==> config.mk <==
export PLATFORM = sky130hd
export DESIGN_NAME = rxbuf_store
export DESIGN_NICKNAME = d
export VERILOG_FILES = /design/src/rtl/rxbuf_pkg.sv /design/src/rtl/rxbuf_tail_strip.sv /design/src/rtl/rxbuf_mem.sv /design/src/rtl/rxbuf_host_rd.sv /design/src/rtl/rxbuf_frame_ctl.sv /design/src/rtl/rxbuf_store.sv
export SDC_FILE = /design/constraint.sdc
export NUM_CORES = 2
export LEC_CHECK = 0
export BUFFER_PORTS_ARGS = -buffer_cell sky130_fd_sc_hd__clkbuf_2
export CELL_PAD_IN_SITES_DETAIL_PLACEMENT = 1
export CELL_PAD_IN_SITES_GLOBAL_PLACEMENT = 2
export CORE_MARGIN = 3
export CORE_UTILIZATION = 30
export CTS_CLUSTER_SIZE = 24
export DETAILED_ROUTE_END_ITERATION = 10
export MAX_ROUTING_LAYER = met4
export PLACE_DENSITY = 0.57
export REMOVE_ABC_BUFFERS = 1
export SLEW_MARGIN = 10
export SYNTH_ARGS = -nofsm -noshare
export SYNTH_HDL_FRONTEND = slang
export SYNTH_SLANG_ARGS = --single-unit
==> constraint.sdc <==
create_clock -name clk_i -period 17.5 [get_ports clk_i]
set_input_delay 2.625 -clock clk_i [delete_from_list [all_inputs] [get_ports clk_i]]
set_output_delay 2.625 -clock clk_i [all_outputs]
set_load 0.05 [all_outputs]
==> src/rtl/rxbuf_pkg.sv <==
package rxbuf_pkg;
  localparam int HDR_BYTES = 4;
  localparam int CRC_BYTES = 4;
  localparam int NUM_EVT   = 5;
  localparam int EVT_CRC   = 0;
  localparam int EVT_ALIGN = 1;
  localparam int EVT_SHORT = 2;
  localparam int EVT_OVF   = 3;
  localparam int EVT_RDEMP = 4;

  typedef struct packed {
    logic ovf;
    logic short_frm;
    logic align;
    logic crc;
  } frame_evt_t;
endpackage

==> src/rtl/rxbuf_tail_strip.sv <==
module rxbuf_tail_strip #(
  parameter int TAIL = 4
) (
  input  logic       clk_i,
  input  logic       rst_ni,
  input  logic       clr_i,
  input  logic       vld_i,
  input  logic [7:0] data_i,
  output logic       vld_o,
  output logic [7:0] data_o
);
  localparam int CW = $clog2(TAIL + 1);

  logic [7:0]    pipe_q [TAIL];
  logic [CW-1:0] fill_q;

  // a byte leaves only once TAIL newer bytes exist behind it
  assign vld_o  = vld_i && (fill_q == CW'(TAIL));
  assign data_o = pipe_q[TAIL-1];

  always_ff @(posedge clk_i or negedge rst_ni) begin
    if (!rst_ni) begin
      fill_q <= '0;
      for (int i = 0; i < TAIL; i++) pipe_q[i] <= '0;
    end else if (clr_i) begin
      fill_q <= '0;
    end else if (vld_i) begin
      pipe_q[0] <= data_i;
      for (int i = 1; i < TAIL; i++) pipe_q[i] <= pipe_q[i-1];
      if (fill_q != CW'(TAIL)) fill_q <= fill_q + CW'(1);
    end
  end
endmodule

==> src/rtl/rxbuf_mem.sv <==
module rxbuf_mem #(
  parameter int DEPTH = 128,
  parameter int HDR   = 4,
  localparam int AW   = $clog2(DEPTH)
) (
  input  logic           clk_i,
  input  logic           dwe_i,
  input  logic [AW-1:0]  dwaddr_i,
  input  logic [7:0]     dwdata_i,
  input  logic           hwe_i,
  input  logic [AW-1:0]  hbase_i,
  input  logic [8*HDR-1:0] hdata_i,
  input  logic [AW-1:0]  raddr_i,
  output logic [7:0]     rdata_o
);
  logic [7:0] mem_q [DEPTH];

  assign rdata_o = mem_q[raddr_i];

  // data and header writes never overlap: header slots precede the data
  always_ff @(posedge clk_i) begin
    if (dwe_i) mem_q[dwaddr_i] <= dwdata_i;
    if (hwe_i) begin
      for (int i = 0; i < HDR; i++) mem_q[hbase_i + AW'(i)] <= hdata_i[8*i +: 8];
    end
  end
endmodule

==> src/rtl/rxbuf_host_rd.sv <==
module rxbuf_host_rd #(
  parameter int AW = 7
) (
  input  logic          clk_i,
  input  logic          rst_ni,
  input  logic          rd_i,
  input  logic [AW-1:0] wr_ptr_i,
  input  logic [7:0]    mem_data_i,
  output logic [AW-1:0] rd_ptr_o,
  output logic          empty_o,
  output logic [7:0]    rd_data_o,
  output logic          rd_err_o
);
  logic [AW-1:0] rd_ptr_q;

  assign rd_ptr_o = rd_ptr_q;
  assign empty_o  = (rd_ptr_q == wr_ptr_i);

  always_ff @(posedge clk_i or negedge rst_ni) begin
    if (!rst_ni) begin
      rd_ptr_q  <= '0;
      rd_data_o <= '0;
      rd_err_o  <= 1'b0;
    end else begin
      rd_err_o <= rd_i && empty_o;
      if (rd_i && !empty_o) begin
        rd_data_o <= mem_data_i;
        rd_ptr_q  <= rd_ptr_q + AW'(1);
      end
    end
  end
endmodule

==> src/rtl/rxbuf_frame_ctl.sv <==
module rxbuf_frame_ctl
  import rxbuf_pkg::*;
#(
  parameter int DEPTH     = 128,
  parameter int MIN_FRAME = 64,
  localparam int AW       = $clog2(DEPTH)
) (
  input  logic                   clk_i,
  input  logic                   rst_ni,
  input  logic                   sof_i,
  input  logic                   addr_ok_i,
  input  logic                   raw_vld_i,
  input  logic                   eof_i,
  input  logic                   crc_err_i,
  input  logic                   align_err_i,
  input  logic                   keep_bad_i,
  input  logic                   s_vld_i,
  input  logic [7:0]             s_data_i,
  input  logic [AW-1:0]          rd_ptr_i,
  output logic                   in_frame_o,
  output logic [AW-1:0]          wr_ptr_o,
  output logic                   dwe_o,
  output logic [AW-1:0]          dwaddr_o,
  output logic [7:0]             dwdata_o,
  output logic                   hwe_o,
  output logic [8*HDR_BYTES-1:0] hdata_o,
  output logic                   pkt_done_o,
  output frame_evt_t             evt_o
);
  logic          in_frame_q, ovf_q;
  logic [15:0]   tot_q, stored_q;
  logic [AW-1:0] wr_ptr_q, free;
  logic          room_hit, eof_act, short_frm, ovf_fin, keep;
  logic [7:0]    status;

  // writable bytes with one slot left open so full never looks empty
  assign free     = rd_ptr_i - wr_ptr_q - AW'(1);
  assign room_hit = (32'(stored_q) + 32'(HDR_BYTES)) >= 32'(free);

  assign dwe_o    = in_frame_q && s_vld_i && !ovf_q && !room_hit;
  assign dwaddr_o = wr_ptr_q + AW'(HDR_BYTES) + stored_q[AW-1:0];
  assign dwdata_o = s_data_i;

  assign eof_act   = in_frame_q && eof_i;
  assign short_frm = tot_q < 16'(MIN_FRAME);
  assign ovf_fin   = ovf_q || (32'(free) < 32'(HDR_BYTES));
  assign keep      = !ovf_fin && (keep_bad_i || !(crc_err_i || align_err_i || short_frm));
  assign status    = {5'b0, short_frm, align_err_i, crc_err_i};

  assign hwe_o      = eof_act && keep;
  assign hdata_o    = {stored_q[15:8], stored_q[7:0], 8'h00, status};
  assign wr_ptr_o   = wr_ptr_q;
  assign in_frame_o = in_frame_q;

  always_ff @(posedge clk_i or negedge rst_ni) begin
    if (!rst_ni) begin
      in_frame_q <= 1'b0;
      ovf_q      <= 1'b0;
      tot_q      <= '0;
      stored_q   <= '0;
      wr_ptr_q   <= '0;
      pkt_done_o <= 1'b0;
      evt_o      <= '0;
    end else begin
      pkt_done_o <= eof_act && keep;
      evt_o      <= eof_act ? frame_evt_t'{ovf_fin, short_frm, align_err_i, crc_err_i}
                            : frame_evt_t'('0);
      if (sof_i) begin
        in_frame_q <= addr_ok_i;
        ovf_q      <= 1'b0;
        tot_q      <= '0;
        stored_q   <= '0;
      end else if (eof_act) begin
        in_frame_q <= 1'b0;
        if (keep) wr_ptr_q <= wr_ptr_q + AW'(HDR_BYTES) + stored_q[AW-1:0];
      end else if (in_frame_q) begin
        if (raw_vld_i && tot_q != '1) tot_q <= tot_q + 16'd1;
        if (s_vld_i && !ovf_q) begin
          if (room_hit) ovf_q    <= 1'b1;
          else          stored_q <= stored_q + 16'd1;
        end
      end
    end
  end
endmodule

==> src/rtl/rxbuf_store.sv <==
module rxbuf_store
  import rxbuf_pkg::*;
#(
  parameter int DEPTH     = 128,
  parameter int MIN_FRAME = 64
) (
  input  logic               clk_i,
  input  logic               rst_ni,
  input  logic               rx_sof_i,
  input  logic               rx_addr_ok_i,
  input  logic               rx_vld_i,
  input  logic [7:0]         rx_data_i,
  input  logic               rx_eof_i,
  input  logic               rx_crc_err_i,
  input  logic               rx_align_err_i,
  input  logic               diag_keep_bad_i,
  input  logic               host_rd_i,
  output logic [7:0]         host_data_o,
  output logic               buf_empty_o,
  output logic               pkt_rcvd_o,
  input  logic               pkt_irq_en_i,
  output logic               pkt_irq_o,
  output logic [NUM_EVT-1:0] err_evt_o,
  input  logic [NUM_EVT-1:0] err_irq_en_i,
  output logic [NUM_EVT-1:0] err_irq_o
);
  localparam int AW = $clog2(DEPTH);

  logic                   in_frame, s_vld, dwe, hwe, rd_err;
  logic [7:0]             s_data, dwdata, mem_rdata;
  logic [AW-1:0]          wr_ptr, rd_ptr, dwaddr;
  logic [8*HDR_BYTES-1:0] hdata;
  frame_evt_t             fevt;

  rxbuf_tail_strip #(.TAIL(CRC_BYTES)) u_strip (
    .clk_i, .rst_ni,
    .clr_i  (rx_sof_i),
    .vld_i  (rx_vld_i && in_frame),
    .data_i (rx_data_i),
    .vld_o  (s_vld),
    .data_o (s_data)
  );

  rxbuf_frame_ctl #(.DEPTH(DEPTH), .MIN_FRAME(MIN_FRAME)) u_ctl (
    .clk_i, .rst_ni,
    .sof_i       (rx_sof_i),
    .addr_ok_i   (rx_addr_ok_i),
    .raw_vld_i   (rx_vld_i),
    .eof_i       (rx_eof_i),
    .crc_err_i   (rx_crc_err_i),
    .align_err_i (rx_align_err_i),
    .keep_bad_i  (diag_keep_bad_i),
    .s_vld_i     (s_vld),
    .s_data_i    (s_data),
    .rd_ptr_i    (rd_ptr),
    .in_frame_o  (in_frame),
    .wr_ptr_o    (wr_ptr),
    .dwe_o       (dwe),
    .dwaddr_o    (dwaddr),
    .dwdata_o    (dwdata),
    .hwe_o       (hwe),
    .hdata_o     (hdata),
    .pkt_done_o  (pkt_rcvd_o),
    .evt_o       (fevt)
  );

  rxbuf_mem #(.DEPTH(DEPTH), .HDR(HDR_BYTES)) u_mem (
    .clk_i,
    .dwe_i    (dwe),
    .dwaddr_i (dwaddr),
    .dwdata_i (dwdata),
    .hwe_i    (hwe),
    .hbase_i  (wr_ptr),
    .hdata_i  (hdata),
    .raddr_i  (rd_ptr),
    .rdata_o  (mem_rdata)
  );

  rxbuf_host_rd #(.AW(AW)) u_host (
    .clk_i, .rst_ni,
    .rd_i       (host_rd_i),
    .wr_ptr_i   (wr_ptr),
    .mem_data_i (mem_rdata),
    .rd_ptr_o   (rd_ptr),
    .empty_o    (buf_empty_o),
    .rd_data_o  (host_data_o),
    .rd_err_o   (rd_err)
  );

  assign err_evt_o = {rd_err, fevt};
  assign err_irq_o = err_evt_o & err_irq_en_i;
  assign pkt_irq_o = pkt_rcvd_o && pkt_irq_en_i;
endmodule

== Yosys cells after proc, flatten, opt, wreduce, memory -nomap -nowiden ==
Memory sizes are Yosys's and may differ from the RTL's. A register that Yosys moved wholly into a read port is not among the register bits.
Cells that the tools add are included.

* Flip-flop bits (word level): 89
* Output and inout bits: 21
* Memory bits (writable): 1024
* Bits of input ports: 24
* Memories kept: 1
* Logic and storage cells: 101

{| class="wikitable"
|+ Memories
! name !! words !! width !! rd ports !! clocked after memory_dff !! write ports !! RTL line !! RTL
|-
| u_mem.mem_q || 128 || 8 || 1 || 1 || 5 || rxbuf_mem.sv:16 || <nowiki>logic [7:0] mem_q [DEPTH];</nowiki>
|}

* Bitwise operators: 2
* Reductions and logical operators: 36
* Equal/unequal tests: 6
* Order comparisons: 3
* Mux-type cells: 24
* $add $sub $neg: 12

{| class="wikitable"
|+ Operator list
! cell !! number
|-
| $mux W16 || 9
|-
| $add A16 B1 Y16 const B || 2
|-
| $ge A32 B7 Y1 || 1
|-
| $add A16 B3 Y17 const B || 1
|-
| $lt A16 B7 Y1 const B || 1
|-
| $ne A16 B16 Y1 const B || 1
|-
| $add A7 B1 Y7 const B || 2
|-
| $add A7 B2 Y7 const B || 2
|-
| $reduce_bool A2 Y1 || 7
|-
| $logic_and A1 B1 Y1 || 13
|-
| $mux W1 || 11
|-
| $mux W3 || 3
|-
| $reduce_and A4 Y1 || 2
|-
| $add A7 B3 Y7 const B || 1
|-
| $add A7 B7 Y7 || 1
|-
| $eq A7 B7 Y1 || 1
|-
| $lt A7 B3 Y1 const B || 1
|-
| $sub A7 B1 Y7 const B || 1
|-
| $sub A7 B7 Y7 || 1
|-
| $logic_not A1 Y1 || 6
|-
| $reduce_and A3 Y1 || 2
|-
| $and A5 B5 Y5 || 1
|-
| $logic_or A1 B1 Y1 || 4
|-
| $mux W4 || 1
|-
| 6 further kinds || 8
|}

== Longest topological paths before layout ==
* Depth after elaboration: 9
* Depth in mapped cells: 21
* Mapped depth without buffers: 16

== Hierarchy ==
Synthesis repeated with hierarchy kept, for this count alone.

* Cell total of the unflattened synthesis: 9881
* Area total of the unflattened synthesis: 92266.0 um2

{| class="wikitable"
|+ By module, submodules not included
! module !! area each (um2) !! cells each !! seq. area each (um2) !! times used
|-
| rxbuf_mem || 86551.8 || 9375 || 30749.5 || 1
|-
| rxbuf_frame_ctl || 3331.9 || 348 || 1151.1 || 1
|-
| rxbuf_tail_strip || 1597.8 || 95 || 875.8 || 1
|-
| rxbuf_host_rd || 733.2 || 55 || 400.4 || 1
|-
| rxbuf_store || 51.3 || 8 || 0.0 || 1
|}

== Least setup slack after synthesis ==
No wires, ideal clock.

* Path kind: input to output
* Start: in err_irq_en_i[0]
* End: out err_irq_o[0]
* Arrival: 3032 ps
* Stages on the path: 1
* Setup slack: 11843 ps
* Data required time: 14875 ps
* Buffers on the path: 0
* Cells stage by stage: and2_1

* Cells in the longest elaborated chain, start to end: 1

{| class="wikitable"
|+ RTL lines
! item !! RTL line !! RTL
|-
| start, declared || rxbuf_store.sv:24 || <nowiki>input logic [NUM_EVT-1:0] err_irq_en_i,</nowiki>
|-
| $and A5 B5 Y5 || rxbuf_store.sv:91 || <nowiki>assign err_irq_o = err_evt_o & err_irq_en_i;</nowiki>
|-
| end, declared || rxbuf_store.sv:25 || <nowiki>output logic [NUM_EVT-1:0] err_irq_o</nowiki>
|}

No other way between the ends.

==> impl_metrics.csv <==
group,metric,value,unit
run_status,outcome,"finished with violations",
run_status,violations,"max-capacitance violations",
synthesis,syn_inst,7096,
timing,drv_slew,0,
synthesis,synthFlopType,"edfxtp_1",
floorplan,dieWidth,500.4,um
clock_tree,cts_hold_buf,0,
synthesis,synth_seq_cells,1121,
setup_path,critical_path.endpoint_type,"flip-flop",
final_layout,fillers,26640,
pwr,clock_power_share,23.0,%
clock_tree,cts_tree,"yes",
floorplan,row_count,180,
grt,grt_pass1_vias,70250,
pwr,peakVddDrop,0.1832,mV
floorplan,die_h,500.4,um
synthesis,ys_top_cells_by_area,"edfxtp_1 (42%), mux4_2 (8.1%), a22oi_1 (6.1%)",
synthesis,synthArstFlopShare,8.653,%
min_path,min_from,"u_strip.pipe_q[13]$_DFFE_PN0P_",
floorplan,core_area,241900,um^2
setup_path,required,18.10,ns
min_path,min_to,"u_strip.data_o[5]$_DFFE_PN0P_",
setup_path,rr_worst_depth,12,
placed_design,dp.final_hpwl,324300,um
clock_tree,cts_resized,0,
pwr,p_seq_share,25.1,%
floorplan,dieArea,250400,um^2
grt,grt_start_max_net_pins,102,
placed_design,place.gp.congestion,1.042,
grt,grt_pass1_wl,657600,um
min_path,hold_class,"reg -> reg",
min_path,whs_path_depth,1,
route,ant_nets,0,
synthesis,ys_seq_area_share,45.25,%
final_layout,area_delta_synth_final,12.95,%
grt,grt_use_total,39.31,%
synthesis,syn-mean-instance-area,10.33,um^2
timing,rsz0062_at_grt,"no",
placed_design,port_buffers,44,
route,wl_per_cell,48.28,um
route,post_drt_via_cell_ratio,7.113,
timing,fmaxAchievable,125.8,MHz
clock_tree,clk_latency,0.85,ns
route,num_vias,72790,
pwr,finalPower,14070,uW
grt,antenna_found_initial,59,
pwr,p_int,7116,uW
clock_tree,clock-sinks,1121,
timing,min_period_over_period,45.43,%
clock_tree,numCtsBuffers,149,
synthesis,yosysWarnings,0,
timing,setup_viol,0,
grt,grt_remaining_overflow,0,
setup_path,crit_chain,"clkinv_1, ha_1, or3_1, o2111ai_1, or4_2, buf_4, nor2_4, buf_4, nor3_2, a21oi_1, o21ai_0, buf_4",
clock_tree,htreeDepth,4,
setup_path,r2r_slack,9.55,ns
setup_path,startpoint_type,"flip-flop",
route,drc_errors,0,
floorplan,io_pins,45,
timing,setup_tns,0,ns
setup_path,crit_family,"simple AND/OR/NAND/NOR gates",
synthesis,synth_top_area_share,41.93,%
setup_path,crit_path_frequent_cell,"buf_4",
route,drt_wl_total,494100,um
route,drt_iter0_drc,11850,
setup_path,r2r-end,"u_mem.mem_q[50][5]$_DFFE_PP_",
final_layout,final_cell_mix,"edfxtp_1 (1,024), nand2_1 (864), a22oi_1 (594), nor2_1 (480), o21ai_0 (427)",
final_layout,multi_input_area,36950,um^2
setup_path,critPathArrivalTime,8.55,ns
timing,relSlewSlack,0.2577,%
route,drt_pass1_iterations,11,
timing,worst_pin_slew,1.495,ns
synthesis,yosys.area.top_type,"edfxtp_1",
pwr,p_leak,0.02673,uW
setup_path,r2r-start,"u_ctl.wr_ptr_o[5]$_DFFE_PN0P_",
synthesis,synth_edf_count,1024,
setup_path,critPathMaxStageDelay,0.99,ns
pwr,p_switching,6955,uW
synthesis,netlist_area,73330,um^2
setup_path,worst-path-buf-inv,4,
clock_tree,clockBufferDepth,3,
clock_tree,clk_pin_slew_worst_paths,0.07,ns
setup_path,cp_max_fo,36,
clock_tree,clockRootBuffer,"clkbuf_16",
pwr,power_per_cell_area,169.9,nW/um^2
pwr,combPwrFrac,51.9,%
pwr,power.share.switching,49.43,%
final_layout,drive_above_1_share,16.95,%
setup_path,crit_slowest_cell,"dfrtp_1",
clock_tree,post_cts_buffers,0,
synthesis,synth_cell_types,99,
setup_path,crit_type,"reg -> reg",
final_layout,regArea,33280,um^2
final_layout,final_nets,6908,
timing,final.setup_skew,0.05705,ns
final_layout,mostFrequentLayoutCell,"edfxtp_1",
floorplan,start_util,30.32,%
timing,min_period,7.950,ns
timing,finalHoldViolations,0,
flow_run,cap_violations,1,
[per-stage QoR]
| step | setup slack (ns) | instances | hold WS [ns] | util [%] | cell area (um^2) |
|---|---|---|---|---|---|
| after CTS | 9.985 | 10150 | 0.5014 | 34.14 | 82590 |
| after floorplan | 0.4949 | 6270 | 0.4750 | - | 69880 |
| final | 9.550 | 10230 | 0.4967 | 34.24 | 82830 |
| after global placement | 9.753 | 9884 | 0.4823 | 32.07 | 77580 |
| after detailed placement | 9.700 | 9884 | 0.4889 | 32.08 | 77590 |
| after global routing | 9.760 | 10220 | 0.5076 | 34.23 | 82790 |
[per-layer routing]
metal	vias to the layer above	wire length, um	GRT usage, %
li1	27680	-	-
met1	38420	199100	50.87
met2	5396	208100	54.74
met3	1300	55370	11.49
met4	0	31550	21.92
met5	-	0	-
[registers in the layout, summed over array words and instances, names as in the netlist]
register	cells
u_strip.fill_q	3
u_ctl.wr_ptr_o	7
u_ctl.in_frame_o	1
u_ctl.stored_q	16
u_mem.mem_q	1024
u_strip.pipe_q	24
u_host.rd_data_o	8
u_ctl.ovf_q	1
u_ctl.tot_q	16
u_host.rd_ptr_o	7
u_strip.data_o	8
u_ctl.pkt_done_o	1
u_host.rd_err_o	1
u_ctl.evt_o	4
[cells by family after synthesis]
group / Yosys count / share of synthesized area (%)
AOI/OAI and AO/OA: 2437 / 23.82
xor gates and xnor gates: 47 / 0.5716
adders and majority gates: 34 / 0.6006
buffers and inverters: 877 / 4.957
DFF: 1121 / 45.25
muxes: 619 / 13.01
and+or+nand+nor: 1961 / 11.79
[area by class of cell]
type / count / area share, %
well taps: 3185 / 4.811
clock buffers: 188 / 4.894
multi-input cells: 5098 / 44.61
inverters: 51 / 0.2477
clock inverters: 82 / 1.145
repair buffers: 429 / 3.864
flip-flops and latches: 1121 / 40.18
diodes: 79 / 0.2387
[power groups by stage]
stage	combinational [uW]	clock (uW)	sequential, uW
floorplan	3440	0	3850
global placement	6880	0	3580
detailed placement	6920	0	3580
CTS	6940	3260	3520
global route	7280	3360	3530
finish	7300	3240	3530
[cells in the mapped netlist, drive strengths merged (64+ instances only)]
master	instances
mux4	263
o22ai	89
dfrtp	97
nand3	124
a32oi	84
a21oi	370
edfxtp	1024
nand2	873
o21ai	482
clkbuf	573
a221o	199
a22oi	596
o211ai	64
mux2i	311
nor3	197
nor2	504
a221oi	169
buf	253
[how the worst max path moves through the flow]
stage | endpoint | slack (ns) | from | depth (start not counted)
after floorplan | u_mem.mem_q[110][0]$_DFFE_PP_ | 0.49 | u_host.rd_ptr_o[0]$_DFFE_PN0P_ | 9
after global placement | u_mem.mem_q[70][1]$_DFFE_PP_ | 9.75 | rx_eof_i | 11
after detailed placement | u_mem.mem_q[70][4]$_DFFE_PP_ | 9.70 | rx_eof_i | 11
after CTS | u_mem.mem_q[50][6]$_DFFE_PP_ | 9.98 | u_ctl.wr_ptr_o[5]$_DFFE_PN0P_ | 12
after global routing | u_mem.mem_q[50][6]$_DFFE_PP_ | 9.76 | u_ctl.wr_ptr_o[5]$_DFFE_PN0P_ | 12
final | u_mem.mem_q[50][5]$_DFFE_PP_ | 9.55 | u_ctl.wr_ptr_o[5]$_DFFE_PN0P_ | 12
Power figures use the tool's default switching activity.
